$ cat src/rtl/blkstream_pkg.sv
package blkstream_pkg;

    localparam int NCOMP = 4;

    typedef logic [1:0] comp_tag_t;

    localparam comp_tag_t TAG_IDLE = 2'b11;

    typedef struct packed {
        logic sync;
        logic eos;
    } frame_evt_t;

    typedef enum logic [2:0] {
        DS_IDLE,
        DS_SYNC,
        DS_DATA,
        DS_HOLD,
        DS_GAP
    } dec_state_e;

    // Next present component after cur, searching cyclically; cur itself last.
    function automatic comp_tag_t next_comp(comp_tag_t cur, logic [NCOMP-1:0] present);
        comp_tag_t r;
        r = cur;
        for (int k = NCOMP; k >= 1; k--) begin
            int j;
            j = (int'(cur) + k) % NCOMP;
            if (present[j]) r = comp_tag_t'(j);
        end
        return r;
    endfunction

endpackage

$ cat src/rtl/blkstream_enc.sv
module blkstream_enc
    import blkstream_pkg::*;
#(
    parameter int BLK_LEN = 64,
    parameter int LEAD    = 42
) (
    input  logic       clk,
    input  logic       rst,
    input  logic       run,
    input  logic       dec_mode,
    input  logic       cfg_busy,
    input  logic       buf_full,
    input  logic       in_sync,
    input  logic       in_eos,
    output logic       enc_stop,
    output logic       sync_err,
    output frame_evt_t evt
);

    localparam int IDX_W = $clog2(BLK_LEN);
    localparam logic [IDX_W-1:0] LAST    = IDX_W'(BLK_LEN - 1);
    localparam logic [IDX_W-1:0] ARM_IDX = IDX_W'(BLK_LEN - 1 - LEAD - 1);

    logic             en;
    logic             active;
    logic [IDX_W-1:0] idx;
    logic             hold;
    logic             hold_nx;
    logic             stop_q;
    logic             err_q;

    assign en = run && !dec_mode;

    always_comb begin
        hold_nx = buf_full && !dec_mode && ((active && idx == ARM_IDX) || hold);
    end

    always_ff @(posedge clk) begin
        if (rst) begin
            active <= 1'b0;
            idx    <= '0;
            hold   <= 1'b0;
            stop_q <= 1'b1;
            err_q  <= 1'b0;
        end else begin
            err_q <= en && in_sync && active && (idx != LAST);
            if (en && in_sync) begin
                active <= 1'b1;
                idx    <= '0;
            end else if (active) begin
                if (idx == LAST) active <= 1'b0;
                else             idx    <= idx + IDX_W'(1);
            end
            hold   <= hold_nx;
            stop_q <= !dec_mode && (!run || cfg_busy || hold_nx);
        end
    end

    assign enc_stop = stop_q;
    assign sync_err = err_q;
    assign evt.sync = en && in_sync;
    assign evt.eos  = en && in_eos;

    // an accepted sync opens a block at sample index 0
    assert_sync_opens_block_R1: assert property (@(posedge clk) disable iff (rst)
        (en && in_sync) |=> (active && idx == '0));

    // full buffers at the arming sample raise the stop
    assert_stop_lead_R2: assert property (@(posedge clk) disable iff (rst)
        (!dec_mode && active && idx == ARM_IDX && buf_full) |=> enc_stop);

    // idle or configuration work keeps the stop high
    assert_idle_stop_R4: assert property (@(posedge clk) disable iff (rst)
        (!dec_mode && (!run || cfg_busy)) |=> enc_stop);

    // never a stop in decode mode
    assert_dec_no_stop_R4: assert property (@(posedge clk) disable iff (rst)
        dec_mode |=> !enc_stop);

endmodule

$ cat src/rtl/blkstream_dec.sv
module blkstream_dec
    import blkstream_pkg::*;
#(
    parameter int BLK_LEN = 64,
    parameter int SETUP   = 24,
    parameter int GAP     = 17,
    parameter int NBLK_W  = 8
) (
    input  logic              clk,
    input  logic              rst,
    input  logic              en,
    input  logic              start,
    input  logic [NBLK_W-1:0] nblk,
    input  logic              ext_stop,
    output logic              out_sync,
    output logic              out_valid,
    output logic              out_eos
);

    localparam int IDX_W = $clog2(BLK_LEN);
    localparam int GAP_W = $clog2(GAP);
    localparam logic [IDX_W-1:0] LAST      = IDX_W'(BLK_LEN - 1);
    localparam logic [IDX_W-1:0] SETUP_IDX = IDX_W'(BLK_LEN - 1 - SETUP);
    localparam logic [GAP_W-1:0] GAP_END   = GAP_W'(GAP - 2);

    dec_state_e        state;
    logic [IDX_W-1:0]  idx;
    logic [GAP_W-1:0]  gcnt;
    logic [NBLK_W-1:0] blk_cnt;
    logic [NBLK_W-1:0] nblk_eff;
    logic              stop_req;
    logic              last_blk;

    assign nblk_eff = (nblk == '0) ? NBLK_W'(1) : nblk;
    assign last_blk = (blk_cnt >= nblk_eff);

    always_ff @(posedge clk) begin
        if (rst || !en) begin
            state    <= DS_IDLE;
            idx      <= '0;
            gcnt     <= '0;
            blk_cnt  <= '0;
            stop_req <= 1'b0;
        end else begin
            case (state)
                DS_IDLE: begin
                    if (start) begin
                        state   <= DS_SYNC;
                        blk_cnt <= '0;
                    end
                end
                DS_SYNC: begin
                    state    <= DS_DATA;
                    idx      <= '0;
                    blk_cnt  <= blk_cnt + NBLK_W'(1);
                    stop_req <= 1'b0;
                end
                DS_DATA: begin
                    if (idx == SETUP_IDX && ext_stop) stop_req <= 1'b1;
                    if (idx == LAST) begin
                        if (last_blk)      state <= DS_IDLE;
                        else if (stop_req) state <= DS_HOLD;
                        else               state <= DS_SYNC;
                    end else begin
                        idx <= idx + IDX_W'(1);
                    end
                end
                DS_HOLD: begin
                    if (!ext_stop) begin
                        state <= DS_GAP;
                        gcnt  <= '0;
                    end
                end
                DS_GAP: begin
                    if (gcnt == GAP_END) state <= DS_SYNC;
                    else                 gcnt  <= gcnt + GAP_W'(1);
                end
                default: state <= DS_IDLE;
            endcase
        end
    end

    assign out_sync  = (state == DS_SYNC);
    assign out_valid = (state == DS_DATA);
    assign out_eos   = (state == DS_DATA) && (idx == LAST) && last_blk;

    // a sync is one cycle wide and precedes sample 0
    assert_sync_then_data_R5: assert property (@(posedge clk) disable iff (rst)
        (out_sync && en) |=> (out_valid && !out_sync));

    // no sync while parked on a held stop
    assert_hold_no_sync_R6: assert property (@(posedge clk) disable iff (rst)
        (state == DS_HOLD && ext_stop) |=> !out_sync);

    // end of scan is never followed by a sync
    assert_eos_no_sync_R7: assert property (@(posedge clk) disable iff (rst)
        out_eos |=> !out_sync);

endmodule

$ cat src/rtl/blkstream_tagger.sv
module blkstream_tagger
    import blkstream_pkg::*;
#(
    parameter int CNT_W = 3
) (
    input  logic                   clk,
    input  logic                   rst,
    input  logic                   run,
    input  frame_evt_t             evt,
    input  logic [NCOMP*CNT_W-1:0] comp_blocks,
    output comp_tag_t              comp_tag
);

    typedef struct packed {
        comp_tag_t        comp;
        logic [CNT_W-1:0] n;
    } tag_pos_t;

    logic [NCOMP-1:0] present;
    comp_tag_t        first;
    tag_pos_t         pos;
    comp_tag_t        tag_q;
    logic [CNT_W-1:0] cur_cnt;
    logic [CNT_W:0]   nplus;
    logic             adv;

    for (genvar i = 0; i < NCOMP; i++) begin : g_present
        assign present[i] = (comp_blocks[i*CNT_W +: CNT_W] != '0);
    end

    assign first   = next_comp(TAG_IDLE, present);
    assign cur_cnt = comp_blocks[int'(pos.comp)*CNT_W +: CNT_W];
    assign nplus   = {1'b0, pos.n} + (CNT_W+1)'(1);
    assign adv     = (nplus >= {1'b0, cur_cnt});

    always_ff @(posedge clk) begin
        if (rst) begin
            tag_q <= TAG_IDLE;
            pos   <= '0;
        end else if (!run) begin
            tag_q    <= TAG_IDLE;
            pos.comp <= first;
            pos.n    <= '0;
        end else if (evt.sync) begin
            tag_q <= pos.comp;
            if (adv) begin
                pos.comp <= next_comp(pos.comp, present);
                pos.n    <= '0;
            end else begin
                pos.n <= pos.n + CNT_W'(1);
            end
        end else if (evt.eos) begin
            tag_q    <= TAG_IDLE;
            pos.comp <= first;
            pos.n    <= '0;
        end
    end

    assign comp_tag = tag_q;

    // idle forces the idle tag
    assert_idle_tag_R9: assert property (@(posedge clk) disable iff (rst)
        !run |=> (comp_tag == TAG_IDLE));

    // end of scan without a new sync shows the idle tag
    assert_eos_tag_R10: assert property (@(posedge clk) disable iff (rst)
        (run && evt.eos && !evt.sync) |=> (comp_tag == TAG_IDLE));

endmodule

$ cat src/rtl/blkstream_flow.sv
module blkstream_flow
    import blkstream_pkg::*;
#(
    parameter int BLK_LEN = 64,
    parameter int LEAD    = 42,
    parameter int SETUP   = 24,
    parameter int GAP     = 17,
    parameter int NBLK_W  = 8,
    parameter int CNT_W   = 3
) (
    input  logic                   clk,
    input  logic                   rst,
    input  logic                   run,
    input  logic                   dec_mode,
    input  logic                   cfg_busy,
    input  logic [4*CNT_W-1:0]     comp_blocks,
    input  logic                   buf_full,
    input  logic                   in_sync,
    input  logic                   in_eos,
    output logic                   enc_stop,
    output logic                   sync_err,
    input  logic                   dec_start,
    input  logic [NBLK_W-1:0]      dec_nblk,
    input  logic                   ext_stop,
    output logic                   out_sync,
    output logic                   out_valid,
    output logic                   out_eos,
    output logic [1:0]             comp_tag
);

    frame_evt_t enc_evt;
    frame_evt_t dec_evt;
    frame_evt_t tag_evt;
    comp_tag_t  tag_w;

    blkstream_enc #(.BLK_LEN(BLK_LEN), .LEAD(LEAD)) u_enc (
        .clk      (clk),
        .rst      (rst),
        .run      (run),
        .dec_mode (dec_mode),
        .cfg_busy (cfg_busy),
        .buf_full (buf_full),
        .in_sync  (in_sync),
        .in_eos   (in_eos),
        .enc_stop (enc_stop),
        .sync_err (sync_err),
        .evt      (enc_evt)
    );

    blkstream_dec #(.BLK_LEN(BLK_LEN), .SETUP(SETUP), .GAP(GAP), .NBLK_W(NBLK_W)) u_dec (
        .clk       (clk),
        .rst       (rst),
        .en        (run && dec_mode),
        .start     (dec_start),
        .nblk      (dec_nblk),
        .ext_stop  (ext_stop),
        .out_sync  (out_sync),
        .out_valid (out_valid),
        .out_eos   (out_eos)
    );

    assign dec_evt.sync = out_sync;
    assign dec_evt.eos  = out_eos;
    assign tag_evt      = dec_mode ? dec_evt : enc_evt;

    blkstream_tagger #(.CNT_W(CNT_W)) u_tag (
        .clk         (clk),
        .rst         (rst),
        .run         (run),
        .evt         (tag_evt),
        .comp_blocks (comp_blocks),
        .comp_tag    (tag_w)
    );

    assign comp_tag = tag_w;

endmodule

$ cat config.mk
export PLATFORM = sky130hd
export DESIGN_NAME = blkstream_flow
export DESIGN_NICKNAME = d
export VERILOG_FILES = /design/src/rtl/blkstream_pkg.sv /design/src/rtl/blkstream_enc.sv /design/src/rtl/blkstream_dec.sv /design/src/rtl/blkstream_tagger.sv /design/src/rtl/blkstream_flow.sv
export SDC_FILE = /design/constraint.sdc
export NUM_CORES = 1
export LEC_CHECK = 0
export BUFFER_PORTS_ARGS = -buffer_cell sky130_fd_sc_hd__buf_2
export CAP_MARGIN = 40
export CORE_ASPECT_RATIO = 1.1
export CORE_MARGIN = 3
export CORE_UTILIZATION = 41
export DETAILED_ROUTE_END_ITERATION = 7
export GPL_ROUTABILITY_DRIVEN = 0
export SETUP_SLACK_MARGIN = 0.1
export SLEW_MARGIN = 0
export SYNTH_ARGS = -nofsm -noshare
export SYNTH_HDL_FRONTEND = slang
export SYNTH_SLANG_ARGS = --single-unit
export TNS_END_PERCENT = 100
$ cat constraint.sdc
create_clock -name clk -period 3.1 [get_ports clk]
set_input_delay 0 -clock clk [delete_from_list [all_inputs] [get_ports clk]]
set_output_delay 0 -clock clk [all_outputs]
set_load 0.005 [all_outputs]
Yosys cells after proc, flatten, opt, wreduce, memory -nomap -nowiden --
Index checks and enable logic that the tools add are counted.
Cells by class: add/subtract/negate cells 10, $mul 1, $lt $le $gt $ge 6, equality and inequality tests 20, shift-type cells 1, muxes and demuxes 47, bitwise logic cells 6, reductions and logical operators 43
Operators with widths (number):
- $shiftx A12 B32 Y3 | 1
- $mux W5 | 5
- $mux W2 | 11
- $eq A6 B6 Y1 const B | 3
- $mux W3 | 6
- $lt A3 B4 Y1 const B | 4
- $mux W8 | 2
- $pmux W8 S2 | 1
- $pmux W3 S5 | 1
- $logic_and A1 B1 Y1 | 13
- $mux W1 | 13
- $add A6 B1 Y6 const B | 2
- $pmux W6 S2 | 1
- $reduce_bool A3 Y1 | 4
- $reduce_or A2 Y1 | 6
- $pmux W5 S2 | 1
- $add A8 B1 Y8 const B | 1
- $bmux W1 S2 | 4
- $ge A8 B8 Y1 | 1
- $logic_not A8 Y1 | 1
- $ne A2 B2 Y1 const B | 4
- $reduce_and A2 Y1 | 4
- $reduce_bool A2 Y1 | 4
- $eq A3 B2 Y1 const B | 2
- 25 further kinds | 39
Word-level totals: bits in registers 40, output and inout bits 7, word-level logic and storage cells 147

Logic depth before layout (Yosys ltp) --
Gate-level depths: netlist (run 1).
depth after elaboration 13, depth in mapped cells 11, mapped depth without buffers 10

Hierarchy --
From an unflattened synthesis (run 1), not the netlist that was laid out.
Unflattened totals: cell total of the unflattened synthesis 311, area total of the unflattened synthesis 2641.3 µm²
By module, submodules not included:
- blkstream_dec | instances 1, cells an instance 167, area an instance 1378.8 µm²
- blkstream_tagger | instances 1, cells an instance 87, area an instance 743.2 µm²
- blkstream_enc | instances 1, cells an instance 54, area an instance 489.2 µm²
- blkstream_flow | instances 1, cells an instance 3, area an instance 30.0 µm²

Worst setup path before layout (run 1) --
Ideal clock, no wire load.
path type register to register, start register u_tag.pos[3] (netlist name), end register u_tag.pos[3] (netlist name), library setup time 0.124 ns, arrival 2.353 ns, data required time 2.976 ns, path slack 0.623 ns, cell stages (with the launch flop) 12, clock period less this slack 2.477 ns, cells stage by stage dfxtp_1 -> buf_2 -> buf_2 -> mux4_2 -> ha_1 -> nor3b_1 -> o21ai_0 -> o21ai_0 -> nor2_1 -> a21oi_1 -> a31oi_1 -> o31ai_1
Between the ends: word-level cells in the longest chain between the ends 10, elaborated cells on any way between the ends 29
Ends and longest elaborated chain:
- start, declared | RTL line blkstream_tagger.sv:21 | tag_pos_t pos;
- parallel branches: the longest is 10 deep, another holds $mul A2 B2 Y4
Several ways; the timed one is not identified. The select of a mux whose other input is x is not followed. A chain may end at the register's enable or synchronous reset.

Final worst setup path (run 1) --
Same ends and word-level chain as after synthesis.

==> results of run 1 <==
sequential cells by signal (all words and copies together) (netlist names), 2 cells and up:
name,flops
u_enc.idx,6
u_dec.idx,6
u_dec.blk_cnt,8
u_dec.state,3
u_dec.gcnt,5
u_tag.comp_tag,2
u_tag.pos,5
path summary, 6_finish.rpt:
kind	start	to	slack (ns)	depth (start not counted)
max	u_tag.pos[3]$_SDFFE_PP0P_	u_tag.pos[3]$_SDFFE_PP0P_	0.54	9
min	ext_stop	u_dec.stop_req$_SDFFE_PP0P_	0.01	3
max reg2reg	u_tag.pos[3]$_SDFFE_PP0P_	u_tag.pos[3]$_SDFFE_PP0P_	0.54	9
min reg2reg	u_enc.idx[1]$_SDFFE_PP0P_	u_enc.idx[1]$_SDFFE_PP0P_	0.48	2
report_power, final:
part / switching, mW / leakage, nW / internal, mW
Clock: 0.194 / 0.0541 / 0.238
Sequential: 0.00619 / 0.323 / 0.518
Combinational: 0.0693 / 0.788 / 0.0510
Total: 0.269 / 1.17 / 0.808
routing by layer:
metal  vias to the layer above  part of all wire [%]  GRT usage, %
met2                        43                    47         28.15
met4                         0                   1.1         4.608
met5                         -                     0             0
met1                      1090                    48         21.30
li1                       1225                     -             -
met3                         6                   3.4         3.629
layout make-up:
class | count | share of cell area (%)
multi-input cells | 251 | 56.65
flip-flops and latches | 40 | 27.20
repair buffers | 38 | 6.715
well taps | 77 | 3.272
inverters | 18 | 2.380
clock buffers | 5 | 2.337
clock inverters | 3 | 1.445
worst register-to-register path, stage by stage (launching register included):
cell and delay [ns]:
dfxtp_1 0.53, mux4_2 0.56, ha_1 0.29, nor3b_1 0.04
o21ai_0 0.26, o21ai_0 0.15, nor2_1 0.28, a21oi_1 0.11
a31oi_1 0.15, o31ai_1 0.09
timing repair:
| action | CTS | global route |
|---|---|---|
| resized for setup | 0 | 0 |
| hold buffers | 1 | 0 |
| hold endpoints to repair | 2 | 0 |
metrics by stage:
| step | utilization, % | hold slack, ns | total power, mW | area [um^2] |
|---|---|---|---|---|
| global route | 49.78 | 0.05189 | 1.122 | 2944 |
| CTS | 49.78 | 0.003052 | 1.087 | 2944 |
| global placement | 47.73 | 0.2275 | 0.6548 | 2823 |
| floorplan | - | 0.06907 | 0.6085 | 2566 |
| detailed placement | 47.73 | 0.2206 | 0.6563 | 2823 |
| finish | 49.78 | 0.01202 | 1.077 | 2944 |
kinds of logic (layout without fill, tap and decap cells):
group                      count (synthesis)  count (layout)
buffers and inverters                     24              64
muxes                                      7               7
AOI/OAI and AO/OA                         80              80
adders and majority gates                 18              18
and+or+nand+nor                          135             135
DFF                                       40              40
xor gates and xnor gates                  11              11
layout by cell type, fill, tap and decap left out, types with 6 or more instances in the layout:
cell type	netlist	routed
nor2_1	40	40
dfxtp_1	40	40
buf_2	4	36
a21oi_1	23	23
nand2_1	20	20
ha_1	18	18
inv_1	17	17
o21ai_0	17	17
nand3_1	14	14
xor2_1	8	8
nor3_1	7	7
nor4_1	6	6
nor2b_1	6	6
==> out/results.ini, run 1 <==
[yosys]
async_flop_share_pct=0
synth_area_leaders=dfxtp_1 (31%), ha_1 (8.8%), nor2_1 (5.9%)
ys_warn_count=0
avgSynthCellArea_um2=8.147
syn-instance-count=315
synth-edff-count=0
synthAdderAreaFrac_pct=8.776
yosysTopAreaCellShare_pct=31.20
syn_area_mm2=0.002566
ys_seq_area_share_pct=31.20
synth_top_family_by_area=simple AND/OR/NAND/NOR gates
synth_nets=363
synth_cell_types=57
synth_xor_xnor_area_share_pct=3.754
synthSimpleGateAreaFrac_pct=27.89
yosysTopAreaCell=dfxtp_1
ys.flop_type=dfxtp_1
synth-compound-area-share_pct=20.14
ys_ff_latch=40
synthMuxAreaShare_pct=4.437
synthTopCellsByCount=dfxtp_1 (40), nor2_1 (40), a21oi_1 (23), nand2_1 (20), ha_1 (18)

[floorplanning]
fp.coreArea_mm2=0.005914
die_h_um=88.98
die_area_mm2=0.007245
fp-row-count=29
initial_core_util_pct=43.39
boundaryPins=37
dieWidth_um=81.43

[detailed_routing]
viasPerCell=5.472
wl_per_cell_um=13.22
dr.pass1.iters=4
routed_wl_um=5710
drt_iter0_drc=61
ant_nets=0
vias=2364
drc=0

[clock_network]
cts_sinks=40
numCtsBuffers=5
cts_setup_buffers=0
clockBufferDepth=2
root_buffer=clkbuf_8
h-tree-depth=2
clk_pin_slew_worst_paths_ns=0.08
clkLatencyLatePin_ns=0.30
cts_tree=yes

[power_and_ir_drop]
peakVddDrop_v=0.0002370
power_density_mw_per_mm2=365.8
leakage_nw=1.165

[grt]
antenna_found_initial=0
grt_pass1_wl_um=9646
track_usage_pct=16.63
grt_max_degree=16
grt_pass1_vias=2185
grt-ovfl-total=0

[sta]
max-slew-margin-rel_pct=54.96
worst_slack_ns=0.5361
final_hold_viol_count=0
period_needed_ns=2.564
tightest_slew_ns=0.6704
tns_ns=0
fin_skew_ns=0.004694
finalSetupViolCount=0
max_freq_ghz=0.3900
rsz0062_at_grt=no
period_share_pct=82.71
slew_violations=0

[setup_path]
cpMostUsedCell=o21ai_0
crit_family=compound AO/OA/AOI/OAI gates
start_kind=register
cpPeakStageDelay_ns=0.56
crit_arrival_ns=2.75
critical_path_class=reg -> reg
setup.worst_path.end_class=register
cp.buffers_inverters=0
required_ns=3.28
cp_max_fo=9
crit_slowest_cell=mux4_2
crit_chain=mux4_2 -> ha_1 -> nor3b_1 -> o21ai_0 -> o21ai_0 -> nor2_1 -> a21oi_1 -> a31oi_1 -> o31ai_1

[finish]
area.growth.synth_to_final_pct=14.72
fillCellCount=607
insertedDiodeCount=0
regArea_um2=800.8
layout.nets=402
drive_gt1_share_pct=17.46
stdcell_count=432
multi_input_area_mm2=0.001668

[place]
portBuffers=36
dp_hpwl_um=4411
dp_cells=423
pre_cts_ws_ns=0.5590

[job]
cap_violations=0

[min_path]
hp-class=in -> reg

[status]
outcome=completed

Note: power is estimated with default switching activity, not from simulation.
==> run 2: changes to the inputs <==
clock period = 2.4 ns   (was 3.1 ns; I/O delays follow)
==> out/results.ini, run 2 (synthesis results as in run 1) <==
[sta]
rsz0062_at_grt=no
tightest_slew_ns=0.6008
fin_skew_ns=0.005543
slew_violations=0
max-slew-margin-rel_pct=59.64
period_share_pct=89.56
finalSetupViolCount=0
max_freq_ghz=0.4653
final_hold_viol_count=0
period_needed_ns=2.149
worst_slack_ns=0.2506
tns_ns=0

[setup_path]
reg2reg_depth=9
regToRegSetupSlack_ns=0.25
reg2reg_from=u_tag.pos[3]$_SDFFE_PP0P_
setup.worst_path.end_class=register
critical_path_class=reg -> reg
reg2reg_to=u_tag.pos[3]$_SDFFE_PP0P_
cp_max_fo=7
crit_arrival_ns=2.33
start_kind=register
required_ns=2.58

[detailed_routing]
vias=2383
wl_per_cell_um=13.18
dr.pass1.iters=4
drc=0
viasPerCell=5.453
ant_nets=0
routed_wl_um=5759
drt_iter0_drc=143

[min_path]
hp-class=in -> reg
whs_path_depth=3
hp-start=cfg_busy
whs_endpoint=u_enc.enc_stop$_SDFF_PP1_

[finish]
regMostFlops=u_dec.blk_cnt
fillCellCount=619
area.growth.synth_to_final_pct=17.50
regArea_um2=804.5
largestRegisters=u_dec.blk_cnt (8), u_dec.idx (6), u_enc.idx (6)
layout.nets=407
most-common-layout-cells=nor2_1 (39), dfxtp_1 (39), buf_2 (36), a21oi_1 (23), nand2_1 (20)
multi_input_area_mm2=0.001692
largest_register_ffs=8
insertedDiodeCount=0
drive_gt1_share_pct=19.72

[job]
cap_violations=0

[floorplanning]
die_area_mm2=0.007245
fp.coreArea_mm2=0.005914
boundaryPins=37
initial_core_util_pct=43.39
die_h_um=88.98
dieWidth_um=81.43
fp-row-count=29

[clock_network]
cts_sinks=40
clk_pin_slew_worst_paths_ns=0.08
cts_tree=yes
clockBufferDepth=2
h-tree-depth=2
numCtsBuffers=5
clkLatencyLatePin_ns=0.30
root_buffer=clkbuf_8

[power_and_ir_drop]
finalPower_mw=1.412
power_density_mw_per_mm2=468.4
peakVddDrop_v=0.0002563
leakage_nw=1.193

[grt]
track_usage_pct=16.43
antenna_found_initial=0
grt-ovfl-total=0
grt_max_degree=16
grt_pass1_vias=2141
grt_pass1_wl_um=9377

[place]
dp_hpwl_um=4424
pre_cts_ws_ns=0.02380
portBuffers=36

[status]
outcome=completed

==> run 2: worst max-delay path, cell delays in order, from the launching register on <==
cell and delay [ns]:
dfxtp_4 0.40, mux4_2 0.55, ha_4 0.17, nor3b_2 0.15, o21ai_2 0.14, o21ai_1 0.10, nor2_2 0.20, a21oi_1 0.09
a31oi_1 0.14, o31ai_1 0.09
==> run 2: final cells by class <==
cell class              count  area share (%)
repair buffers             43           7.884
well taps                  77           3.195
flip-flops and latches     40           26.68
clock buffers               5           2.282
inverters                  18           2.324
multi-input cells         251           56.10
clock inverters             3           1.535
==> run 2: power breakdown <==
part	switching, mW	leakage [nW]	internal (mW)	total, mW
logic	0.0934	0.815	0.0725	0.166
clock network	0.257	0.0548	0.313	0.570
registers	0.00730	0.324	0.669	0.676
total	0.358	1.19	1.05	1.41
==> run 2: through the flow <==
stage	hold slack, ns	cell area [um^2]	cells	util [%]
3_3_place_gp	0.2210	2845	426	48.11
6_report	0.02046	3015	437	50.98
4_1_cts	0.02024	2982	436	50.41
2_1_floorplan	0.06907	2575	315	-
3_5_place_dp	0.2232	2845	426	48.11
5_1_grt	0.03125	3015	437	50.98
==> run 2: worst max-delay path by stage <==
| stage | from | endpoint | slack (ns) |
|---|---|---|---|
| after floorplan | u_tag.pos[3]$_SDFFE_PP0P_ | u_tag.pos[2]$_SDFFE_PP0P_ | 0.11 |
| after global placement | u_tag.pos[3]$_SDFFE_PP0P_ | u_tag.pos[3]$_SDFFE_PP0P_ | 0.08 |
| after global routing | u_tag.pos[3]$_SDFFE_PP0P_ | u_tag.pos[4]$_SDFFE_PP0P_ | 0.12 |
| after detailed placement | u_tag.pos[3]$_SDFFE_PP0P_ | u_tag.pos[4]$_SDFFE_PP0P_ | 0.02 |
| final | u_tag.pos[3]$_SDFFE_PP0P_ | u_tag.pos[3]$_SDFFE_PP0P_ | 0.25 |
| after CTS | u_tag.pos[3]$_SDFFE_PP0P_ | u_tag.pos[3]$_SDFFE_PP0P_ | 0.11 |
==> run 2: layer usage <==
layer	vias to the layer above	routed length, um	global-route usage [%]
li1	1243	-	-
met1	1099	2665	20.70
met2	33	2809	28.15
met3	8	205	3.024
met4	0	78	5.530
met5	-	0	0
==> run 2: timing repair <==
action / 4_1_cts / 5_1_grt
resized for setup: 1 / 7
setup endpoints to repair: 3 / 4
hold buffers: 2 / 0
hold endpoints to repair: 3 / 0
setup buffers: 0 / 1
pin swaps: 0 / 4
